**src/rtl/uart_tx_buffer.sv**
```systemverilog
module uart_tx_buffer #(
  parameter int DATA_W = 8,
  parameter int DEPTH  = 64
) (
  input  logic              clk,
  input  logic              rst_n,
  input  logic              fifo_mode,
  input  logic              req_ie,
  input  logic              wr_en,
  input  logic [DATA_W-1:0] wr_data,
  input  logic              pop,
  output logic              tx_valid,
  output logic [DATA_W-1:0] tx_data,
  output logic              tdrq,
  output logic              irq
);
  localparam int PTR_W = $clog2(DEPTH);
  localparam int CNT_W = PTR_W + 1;
  localparam int HALF  = DEPTH / 2;

  logic              mode_q;
  logic [DATA_W-1:0] mem [DEPTH];
  logic [PTR_W-1:0]  wr_ptr, rd_ptr;
  logic [CNT_W-1:0]  count, count_nx;
  logic [DATA_W-1:0] hold_data;
  logic              hold_full;
  logic              tdrq_q, tdrq_nx;

  wire mode_chg = fifo_mode ^ mode_q;
  wire f_act    = mode_q & ~mode_chg;
  wire n_act    = ~mode_q & ~mode_chg;
  wire f_pop    = f_act & pop & (count != '0);
  wire f_push   = f_act & wr_en & ((count != CNT_W'(DEPTH)) | f_pop);
  wire n_wr     = n_act & wr_en;
  wire n_pop    = n_act & pop & hold_full;

  assign count_nx = count + CNT_W'(f_push) - CNT_W'(f_pop);

  always_comb begin
    tdrq_nx = tdrq_q;
    if (mode_chg)                      tdrq_nx = 1'b1;
    else if (mode_q) begin
      if (count_nx < CNT_W'(HALF))     tdrq_nx = 1'b1;
      else if (count_nx > CNT_W'(HALF)) tdrq_nx = 1'b0;
    end else begin
      if (n_wr)                        tdrq_nx = 1'b0;
      else if (n_pop)                  tdrq_nx = 1'b1;
    end
  end

  always_ff @(posedge clk or negedge rst_n) begin
    if (!rst_n) begin
      mode_q    <= 1'b0;
      wr_ptr    <= '0;
      rd_ptr    <= '0;
      count     <= '0;
      hold_data <= '0;
      hold_full <= 1'b0;
      tdrq_q    <= 1'b1;
    end else begin
      mode_q <= fifo_mode;
      tdrq_q <= tdrq_nx;
      if (mode_chg) begin
        wr_ptr    <= '0;
        rd_ptr    <= '0;
        count     <= '0;
        hold_full <= 1'b0;
      end else begin
        if (f_push) wr_ptr <= (wr_ptr == PTR_W'(DEPTH-1)) ? '0 : wr_ptr + 1'b1;
        if (f_pop)  rd_ptr <= (rd_ptr == PTR_W'(DEPTH-1)) ? '0 : rd_ptr + 1'b1;
        count <= count_nx;
        if (n_wr) begin
          hold_data <= wr_data;
          hold_full <= 1'b1;
        end else if (n_pop) begin
          hold_full <= 1'b0;
        end
      end
    end
  end

  always_ff @(posedge clk)
    if (f_push) mem[wr_ptr] <= wr_data;

  assign tx_valid = mode_q ? (count != '0) : hold_full;
  assign tx_data  = mode_q ? mem[rd_ptr] : hold_data;
  assign tdrq     = tdrq_q;
  assign irq      = tdrq_q & req_ie;
endmodule

```
**config.mk**
```make
export PLATFORM = sky130hd
export DESIGN_NAME = uart_tx_buffer
export DESIGN_NICKNAME = d
export VERILOG_FILES = /design/src/rtl/uart_tx_buffer.sv
export SDC_FILE = /design/constraint.sdc
export NUM_CORES = 1
export LEC_CHECK = 0
export CELL_PAD_IN_SITES_DETAIL_PLACEMENT = 0
export CELL_PAD_IN_SITES_GLOBAL_PLACEMENT = 1
export CORE_MARGIN = 3
export CORE_UTILIZATION = 25
export DETAILED_ROUTE_END_ITERATION = 8
export HOLD_SLACK_MARGIN = 0.08
export PLACE_DENSITY_LB_ADDON = 0.1
export SLEW_MARGIN = 30
export SYNTH_ARGS = -nofsm -noshare
export SYNTH_HDL_FRONTEND = slang
export SYNTH_SLANG_ARGS = --single-unit
export TNS_END_PERCENT = 100
```
**constraint.sdc**
```tcl
create_clock -name clk -period 4.3 [get_ports clk]
set_input_delay 0.86 -clock clk [delete_from_list [all_inputs] [get_ports clk]]
set_output_delay 0.86 -clock clk [all_outputs]
set_load 0.01 [all_outputs]
```
Word-level counts from Yosys, hierarchy flattened. Memory sizes are Yosys's and may differ from the RTL's. Cells that the tools add are included.

Add/subtract/negate cells: 4. $lt $le $gt $ge: 2. Eq/ne operators: 4. Mux-type cells: 20. Bitwise logic cells: 14. Reductions and logical operators: 7.

Operator list (count): two-way mux 6 bit (6); adder 6 x 1 -> 6 bit (second input constant) (2); == test 6 bit (second input constant) (2); two-way mux 1 bit (12); AND 1 bit (10); two-way mux 8 bit (1); adder 7 x 1 -> 7 bit (1); greater-than comparator 7 x 6 -> 1 bit (second input constant) (1); less-than comparator 7 x 6 -> 1 bit (second input constant) (1); two-way mux 7 bit (1); != test 7 bit (second input constant) (1); nonzero test 7 bit (1); subtractor 7 x 1 -> 7 bit (1); != test 4 x 1 -> 1 bit (second input constant) (1); AND reduction 2 bit (2); nonzero test 2 bit (2); nonzero test 4 bit (1); nonzero test 3 bit (1); inverter 1 bit (2); OR 1 bit (1); XOR 1 bit (1).

Flip-flop bits (word level): 30. Memory bits (writable): 512. Bits of input ports: 14. Logic and storage cells: 59. Memories kept: 1.

Memory list: mem (words 64, bits a word 8, read ports 1, clocked after memory_dff 0, write ports 1, RTL line 22) `logic [DATA_W-1:0] mem [DEPTH];`.

Depth between registers and ports, before layout. Gate-level depths: netlist (run 1).

Depth in word-level cells: 14. Mapped depth: 17.

Worst setup path after synthesis (run 1). Ideal clock, no wire load.

Path type: in2reg. From: input fifo_mode. To: register tdrq_q (netlist: tdrq). Setup time: 0.075 ns. Data arrival time: 2.958 ns. Path slack: 1.267 ns. Stages on the path: 13. Buffers on the path: 0. Cells stage by stage: ha_1 > nand3_1 > nor2_1 > inv_1 > o21ai_0 > ha_1 > inv_1 > fa_1 > nor2b_1 > o311ai_0 > a211oi_1 > o21ai_1 > a2bb2oi_1.

Word-level cells in the longest chain between the ends: 13.

RTL lines: start, declared (RTL line 7) `input logic fifo_mode,`; XOR 1 bit (*) (RTL line 29) `wire mode_chg = fifo_mode ^ mode_q;`; inverter 1 bit (no line); AND 1 bit (RTL line 30) `wire f_act = mode_q & ~mode_chg;`; AND 1 bit (2 in series) (RTL line 32) `wire f_pop = f_act & pop & (count != '0);`; OR 1 bit (RTL line 33) `wire f_push = f_act & wr_en & ((count != CNT_W'(DEPTH)) | f_pop);`; AND 1 bit (RTL line 33); adder 7 x 1 -> 7 bit (RTL line 37) `assign count_nx = count + CNT_W'(f_push) - CNT_W'(f_pop);`; subtractor 7 x 1 -> 7 bit (RTL line 37); less-than comparator 7 x 6 -> 1 bit (RTL line 43) `if (count_nx < CNT_W'(HALF)) tdrq_nx = 1'b1;`; two-way mux 1 bit (RTL line 43); two-way mux 1 bit (RTL line 42) `else if (mode_q) begin`; two-way mux 1 bit (RTL line 41) `if (mode_chg) tdrq_nx = 1'b1;`; end signal, assigned (RTL line 62) `tdrq_q <= tdrq_nx;`; end, declared (RTL line 27) `logic tdrq_q, tdrq_nx;`.

Mark *: on every way between the ends. The rest lies on a longest branch, timed or not. A chain may end at the register's enable or synchronous reset.

Worst setup path after layout (run 1).
From: register rd_ptr[0]. To: output tx_data[5].

Word-level cells in the longest chain between the ends: 2.

RTL lines: start, declared (RTL line 23) `logic [PTR_W-1:0] wr_ptr, rd_ptr;`; start signal, assigned (RTL line 70) `if (f_pop) rd_ptr <= (rd_ptr == PTR_W'(DEPTH-1)) ? '0 : rd_ptr + 1'b1;`; memory (64 x 8 bit); two-way mux 8 bit (RTL line 86) `assign tx_data = mode_q ? mem[rd_ptr] : hold_data;`; end, declared (RTL line 13) `output logic [DATA_W-1:0] tx_data,`.

No other way between the ends.

==> results of run 1 <==
==> worst max path at each step <==
stage / start / slack, ns / end
2_1_floorplan: fifo_mode / 1.27 / tdrq
4_1_cts: rd_ptr[0] / -0.08 / tx_data[2]
3_3_place_gp: rd_ptr[0] / -0.07 / tx_data[3]
5_1_grt: rd_ptr[0] / 0.005 / tx_data[5]
6_report: rd_ptr[0] / 0.15 / tx_data[5]
3_5_place_dp: rd_ptr[0] / 0.05 / tx_data[3]
==> cells by family after synthesis <==
kind of cell,after synthesis
and+or+nand+nor,229
xor gates and xnor gates,8
buffers and inverters,69
muxes,157
AOI/OAI and AO/OA,101
adders and majority gates,13
DFF,542
==> timing repair <==
item | in CTS | in global routing
buffers inserted | 13 | 0
cloned | 1 | 0
hold buffers | 0 | 0
setup endpoints to repair | 8 | 4
gates resized for setup | 55 | 10
pin swaps | 7 | 3
==> metal layers <==
metal  vias to the layer above  global-route usage  share of wire
li1                       4954                   -              -
met1                      5978               0.198           0.47
met2                       202               0.219           0.47
met3                        86              0.0264          0.044
met4                         0              0.0332          0.020
met5                         -                   0              0
==> cells in the final DEF (no fill, tap or decap), types with 6 or more instances in the layout <==
cell type	instances
nand2_1	29
mux2_1	6
o21ai_1	7
mux2i_1	20
o22ai_1	15
buf_12	9
a2111oi_4	7
edfxtp_1	512
ha_1	12
mux2_2	9
a311oi_1	8
clkinv_1	18
nor2_1	119
o22ai_2	9
inv_1	16
clkbuf_1	11
nor3_1	16
clkinv_2	13
dlygate4sd2_1	6
buf_4	141
clkdlybuf4s50_1	8
mux4_2	121
clkbuf_16	61
nand3_1	11
a21oi_1	8
dfrtp_1	26
a22oi_1	8
nand3b_1	12
==> worst max-delay path: stages, from the launching register on <==
cell and delay [ns]:
dfrtp_4 0.48, buf_12 0.18, buf_4 0.17, mux4_2 0.51, a22oi_2 0.32, nand2_2 0.13, a2111oi_4 0.43, o21ai_2 0.14
dlygate4sd2_1 0.31
==> power breakdown <==
| part | switching [W] | leakage [nW] | total [W] | internal, W |
|---|---|---|---|---|
| clock network | 0.00205 | 0.890 | 0.00479 | 0.00274 |
| registers | 0.0000410 | 4.99 | 0.00587 | 0.00583 |
| logic | 0.000603 | 2.51 | 0.00111 | 0.000505 |
==> area by class of cell <==
type | count | area [µm²]
fillers | 8294 | 59100
flip-flops and latches | 542 | 16100
multi-input cells | 508 | 5410
repair buffers | 179 | 1600
clock buffers | 72 | 1570
well taps | 1144 | 1430
clock inverters | 35 | 231
inverters | 16 | 60.1
diodes | 1 | 2.50
==> sequential cells by signal, summed over array words and instances, names as in the netlist <==
name / flops
count: 7
hold_data: 8
hold_full: 1
mem: 512
mode_q: 1
rd_ptr: 6
tdrq: 1
wr_ptr: 6
==> Yosys cell counts (all sizes together) (12+ instances only) <==
cell	count	area (µm²)
mux2i	21	210
mux4	121	2730
clkbuf	15	56.3
nand2	34	128
nor3	18	90.1
nand3b	12	90.1
edfxtp	512	15400
ha	12	150
o22ai	25	156
o21ai	13	65.1
mux2	15	169
nand3	12	60.1
a22oi	13	103
buf	38	267
dfrtp	29	726
a2111oi	13	151
inv	16	60.1
nor2	123	464
==> through the flow <==
stage / TNS [ns] / cell area (µm²) / hold slack [ns] / total power (W) / worst slack (ns)
after floorplan: 0 / 21700 / 0.480 / 0.00664 / 1.27
after global placement: -0.0667 / 24200 / 0.490 / 0.00706 / -0.0667
after detailed placement: 0 / 24200 / 0.495 / 0.00705 / 0.0460
after CTS: -0.150 / 26400 / 0.509 / 0.0120 / -0.0753
after global routing: 0 / 26400 / 0.516 / 0.0123 / 0.00539
final: 0 / 26400 / 0.507 / 0.0118 / 0.150
==> metrics.cfg, run 1 <==
[worst_setup_path]
cp_max_fo=9
rr_worst_depth=14
critPathKind=register to output port
cp-start-kind=register
cp.arrival_ns=3.29
cp.required_ns=3.44
r2r_setup_slack_ns=0.87
end_kind=output port
r2r_end=tdrq
r2r-start=count[3]

[synthesis]
syn-instance-count=1119
syn_area_mm2=0.0217
async_flop_share=0.0554
yosysSeqAreaShare=0.744
synth_edf_count=512
synth-main-ff-cell=edfxtp_1
synth_compound_area_frac=0.0355
synth_fp_nets=1146
synth_simple_gate_area_frac=0.0481
synth-adder-area-share=0.00785
synthXorXnorAreaFrac=0.00323
ys_types=61
synth_mux_area_frac=0.143
synth_top_family_by_area=multiplexers
synth_seq_cells=542
avgSynthCellArea_um2=19.4
yosysWarnings=0

[finish]
nets=1334
fin_util=0.309
drive_above_1_share=0.311
final_cell_count_no_fill=2497
area_growth_pct=22.0

[timing]
worstMarginPinSlew_ns=0.885
period_needed_ns=4.15
maxSlewViolCount=0
fin_crit_sh=0.965
skew_ns=0.0136
setup_violations=0
fmax_mhz=241
rsz0062_at_grt=no
finalHoldViolCount=0
slew_headroom=0.410

[route]
drt_iter0_markers=795
drc_errors=0
routed_wl_um=62100
via_per_inst=4.49
drtPass1Iterations=4
wl_per_cell_um=24.9
via_count=11200
antenna_left=0

[clocking]
clockBufferDepth=3
cts_tree=done
clock_latency_ns=0.61
cts-root-buf=clkbuf_16
h-tree-depth=2
path_clk_slew_ns=0.06
cts_buffers=60
clkSinkCount=542

[min_path]
hold_depth=1
min_to=hold_data[7]
hold_class=register to register
min_from=hold_data[7]

[grt]
overflow=0
grt_usage=0.139
grt_max_degree=52
grt_pass1_vias=11900
grt_pass1_wl_um=90000
antenna_found_initial=0

[place]
portBuffers=24
dp_hpwl_um=39700
post-place-cells=2375
gp_routability_congestion=0.764

[flow_run]
cap_violations=0

[die]
fp.dieW_um=300
coreArea_mm2=0.0855
ios=25
initial_core_util=0.253
die_h_um=300
row_count=107
dieArea_mm2=0.0902

[power]
ir_drop_uv=304
cellLeakagePower_nw=8.39
p_per_area_mw_per_mm2=445

[run_status]
status=finished, final reports clean

Note: power is estimated with default switching activity, not from simulation.
==> run 2, diff against run 1 <==
--- a/config.mk
+++ b/config.mk
@@ -5,13 +5,15 @@
 export SDC_FILE = /design/constraint.sdc
 export NUM_CORES = 1
 export LEC_CHECK = 0
+export CAP_MARGIN = 20
 export CELL_PAD_IN_SITES_DETAIL_PLACEMENT = 0
 export CELL_PAD_IN_SITES_GLOBAL_PLACEMENT = 1
 export CORE_MARGIN = 3
 export CORE_UTILIZATION = 25
 export DETAILED_ROUTE_END_ITERATION = 8
+export GPL_TIMING_DRIVEN = 0
 export HOLD_SLACK_MARGIN = 0.08
-export PLACE_DENSITY_LB_ADDON = 0.1
+export PLACE_DENSITY_LB_ADDON = 0.12
 export SLEW_MARGIN = 30
 export SYNTH_ARGS = -nofsm -noshare
 export SYNTH_HDL_FRONTEND = slang
==> run 2 against run 1 <==
Against the previous run:
- setup slack worse by 0.033 ns
- global-route usage up 0.43 points
- register-to-register slack worse by 0.54 ns
- largest power group unchanged
- first-iteration DRC count is 4.5% lower
- clock skew is 0.0072 ns higher
- cell count is 3.2% lower
==> metrics.cfg, run 2 (synthesis results as in run 1) <==
[worst_setup_path]
r2r_setup_slack_ns=0.33  ; -0.54 ns
end_kind=output port
cp.arrival_ns=3.32  ; +0.03 ns
cp_slowest_cell=mux4_2
crit_path_cell_trace=buf_6, buf_12, buf_16, mux4_2, a22oi_2, nand2_2, a2111oi_4, o21ai_1, dlygate4sd2_1
r2r-start=mode_q
rr_worst_depth=7  ; -7
critical-path-max-stage-delay_ns=0.54  ; +0.03 ns
cp_max_fo=10  ; +1
cp-start-kind=register
cp.required_ns=3.44  ; about the same
r2r_end=mem[54][4]
critPathLaunch=rd_ptr[0]
critPathKind=register to output port

[finish]
largest_register=mem
layout_common_cells=edfxtp_1, mux4_2, nor2_1, clkbuf_16, dfrtp_1
nets=1253  ; -6.1%
fillers=8248  ; -0.55%
n_antenna_cell=0  ; -1
final_common_cell=edfxtp_1
drive_above_1_share=0.278  ; -0.0328
largest_reg_flops=512  ; unchanged
largestRegisters=mem (512), hold_data (8), count (7)
area_growth_pct=21.0
fin_util=0.306  ; -0.00272

[place]
dp_hpwl_um=43500  ; +9.5%
portBuffers=24  ; unchanged
gp_routability_congestion=0.744  ; -2.6%
preCtsSetupSlack_ns=-0.573  ; -0.619 ns

[clocking]
h-tree-depth=2  ; unchanged
path_clk_slew_ns=0.06  ; about the same
cts_hold_buf=0  ; unchanged
cts_tree=done
clockBufferDepth=3  ; unchanged
clkSinkCount=542  ; unchanged
cts_buffers=60  ; unchanged
clock_latency_ns=0.62  ; about the same
cts-root-buf=clkbuf_16

[die]
fp.dieW_um=300  ; unchanged
die_h_um=300  ; unchanged
ios=25  ; unchanged
dieArea_mm2=0.0902  ; unchanged
coreArea_mm2=0.0855  ; unchanged
initial_core_util=0.253  ; unchanged
row_count=107  ; unchanged

[timing]
layout_setup_ws_ns=0.117  ; -0.0326 ns
fin_crit_sh=0.973  ; +0.00758
period_needed_ns=4.18  ; +0.0326 ns
worstMarginPinSlew_ns=0.992  ; +0.107 ns
skew_ns=0.0209  ; +0.00721 ns
setup_violations=0  ; unchanged
finalHoldViolCount=0  ; unchanged
hold_slack_ns=0.140  ; -0.367 ns
rsz0062_at_grt=yes
maxSlewViolCount=0  ; unchanged
slew_headroom=0.336  ; -0.0734
fmax_mhz=239  ; -0.78%

[power]
p_per_area_mw_per_mm2=471  ; +5.9%
cellLeakagePower_nw=8.02  ; -4.3%
ir_drop_uv=292  ; -4.0%

[run_status]
status=finished, final reports clean

[route]
wl_per_cell_um=26.7  ; +7.2%
antenna_left=0  ; unchanged
via_per_inst=4.57  ; +1.6%
drt_iter0_markers=759  ; -4.5%
routed_wl_um=64500  ; +3.8%
via_count=11000  ; -1.6%
drtPass1Iterations=4  ; unchanged
drc_errors=0  ; unchanged

[grt]
overflow=0  ; unchanged
grt_usage=0.143  ; +0.00432
grt_pass1_vias=11700  ; -1.4%
antenna_found_initial=2  ; +2
grt_pass1_wl_um=90800  ; +0.84%
grt_max_degree=66  ; +27%

[flow_run]
cap_violations=0  ; unchanged

[min_path]
hold_class=input pin to asynchronous set/reset pin

## run 2: changes by cell type in the layout (fill, tap and decap cells not counted), sizes merged, moves of 5 or more
| cell | before | now |
|---|---|---|
| clkinv | 32 | 21 |
| clkbuf | 72 | 91 |
| buf | 162 | 66 |
| bufinv | 3 | 9 |
| clkinvlp | 0 | 5 |
## run 2: how the worst max path moves through the flow
stage            endpoint  slack (ns)  depth (start not counted)
2_1_floorplan        tdrq        1.27                         13
3_3_place_gp   tx_data[7]       -0.71                          7
3_5_place_dp   mem[21][0]       -0.57                          8
4_1_cts        tx_data[3]      -0.004                          9
5_1_grt         mem[7][0]       -0.07                          8
6_report       tx_data[3]        0.12                          9
## run 2: stage by stage
| step | total power, W | std cells | cell area [µm²] | setup TNS, ns |
|---|---|---|---|---|
| 6_report | 0.0124 | 2418 | 26200 | 0 |
| 5_1_grt | 0.0128 | 2418 | 26200 | -5.24 |
| 4_1_cts | 0.0125 | 2416 | 26100 | -0.00621 |
| 3_5_place_dp | 0.00712 | 2297 | 23600 | -112.60 |
| 3_3_place_gp | 0.00712 | 2287 | 23300 | -126.99 |
| 2_1_floorplan | 0.00664 | 1119 | 21700 | 0 |
## run 2: cell type report
cell class	count	area [µm²]	area share
Clock buffer	74	1600	0.0609
Sequential cell	542	16100	0.615
Clock inverter	36	424	0.0162
Tap cell	1144	1430	0.0546
Inverter	16	63.8	0.00243
Buffer	53	507	0.0193
Timing Repair Buffer	45	546	0.0208
Multi-Input combinational cell	508	5510	0.210
## run 2: what timing repair did
action / CTS / global route
gates resized for setup: 101 / 16
buffers inserted: 9 / 2
pin swaps: 15 / 7
setup endpoints to repair: 8 / 134
## run 2: power breakdown
group / switching (W) / internal, W / leakage, nW / total [W]
registers: 0.0000367 / 0.00583 / 4.99 / 0.00586
logic: 0.000669 / 0.000524 / 2.05 / 0.00119
clock network: 0.00213 / 0.00317 / 0.975 / 0.00530
total: 0.00284 / 0.00952 / 8.02 / 0.0124
## run 2: worst max-delay path, delay by kind of cell (launching register included)
family	cells	cell delay, ns
AOI/OAI and AO/OA	3	0.79
and+or+nand+nor	1	0.18
DFF	1	0.38
muxes	1	0.54
buffers and inverters	4	0.78
## run 2: metal layers
metal	vias up	track usage	routed length, µm
li1	4804	-	-
met2	217	0.237	31500
met3	85	0.0280	2910
met5	-	0	0
met1	5935	0.191	28400
met4	0	0.0422	1670
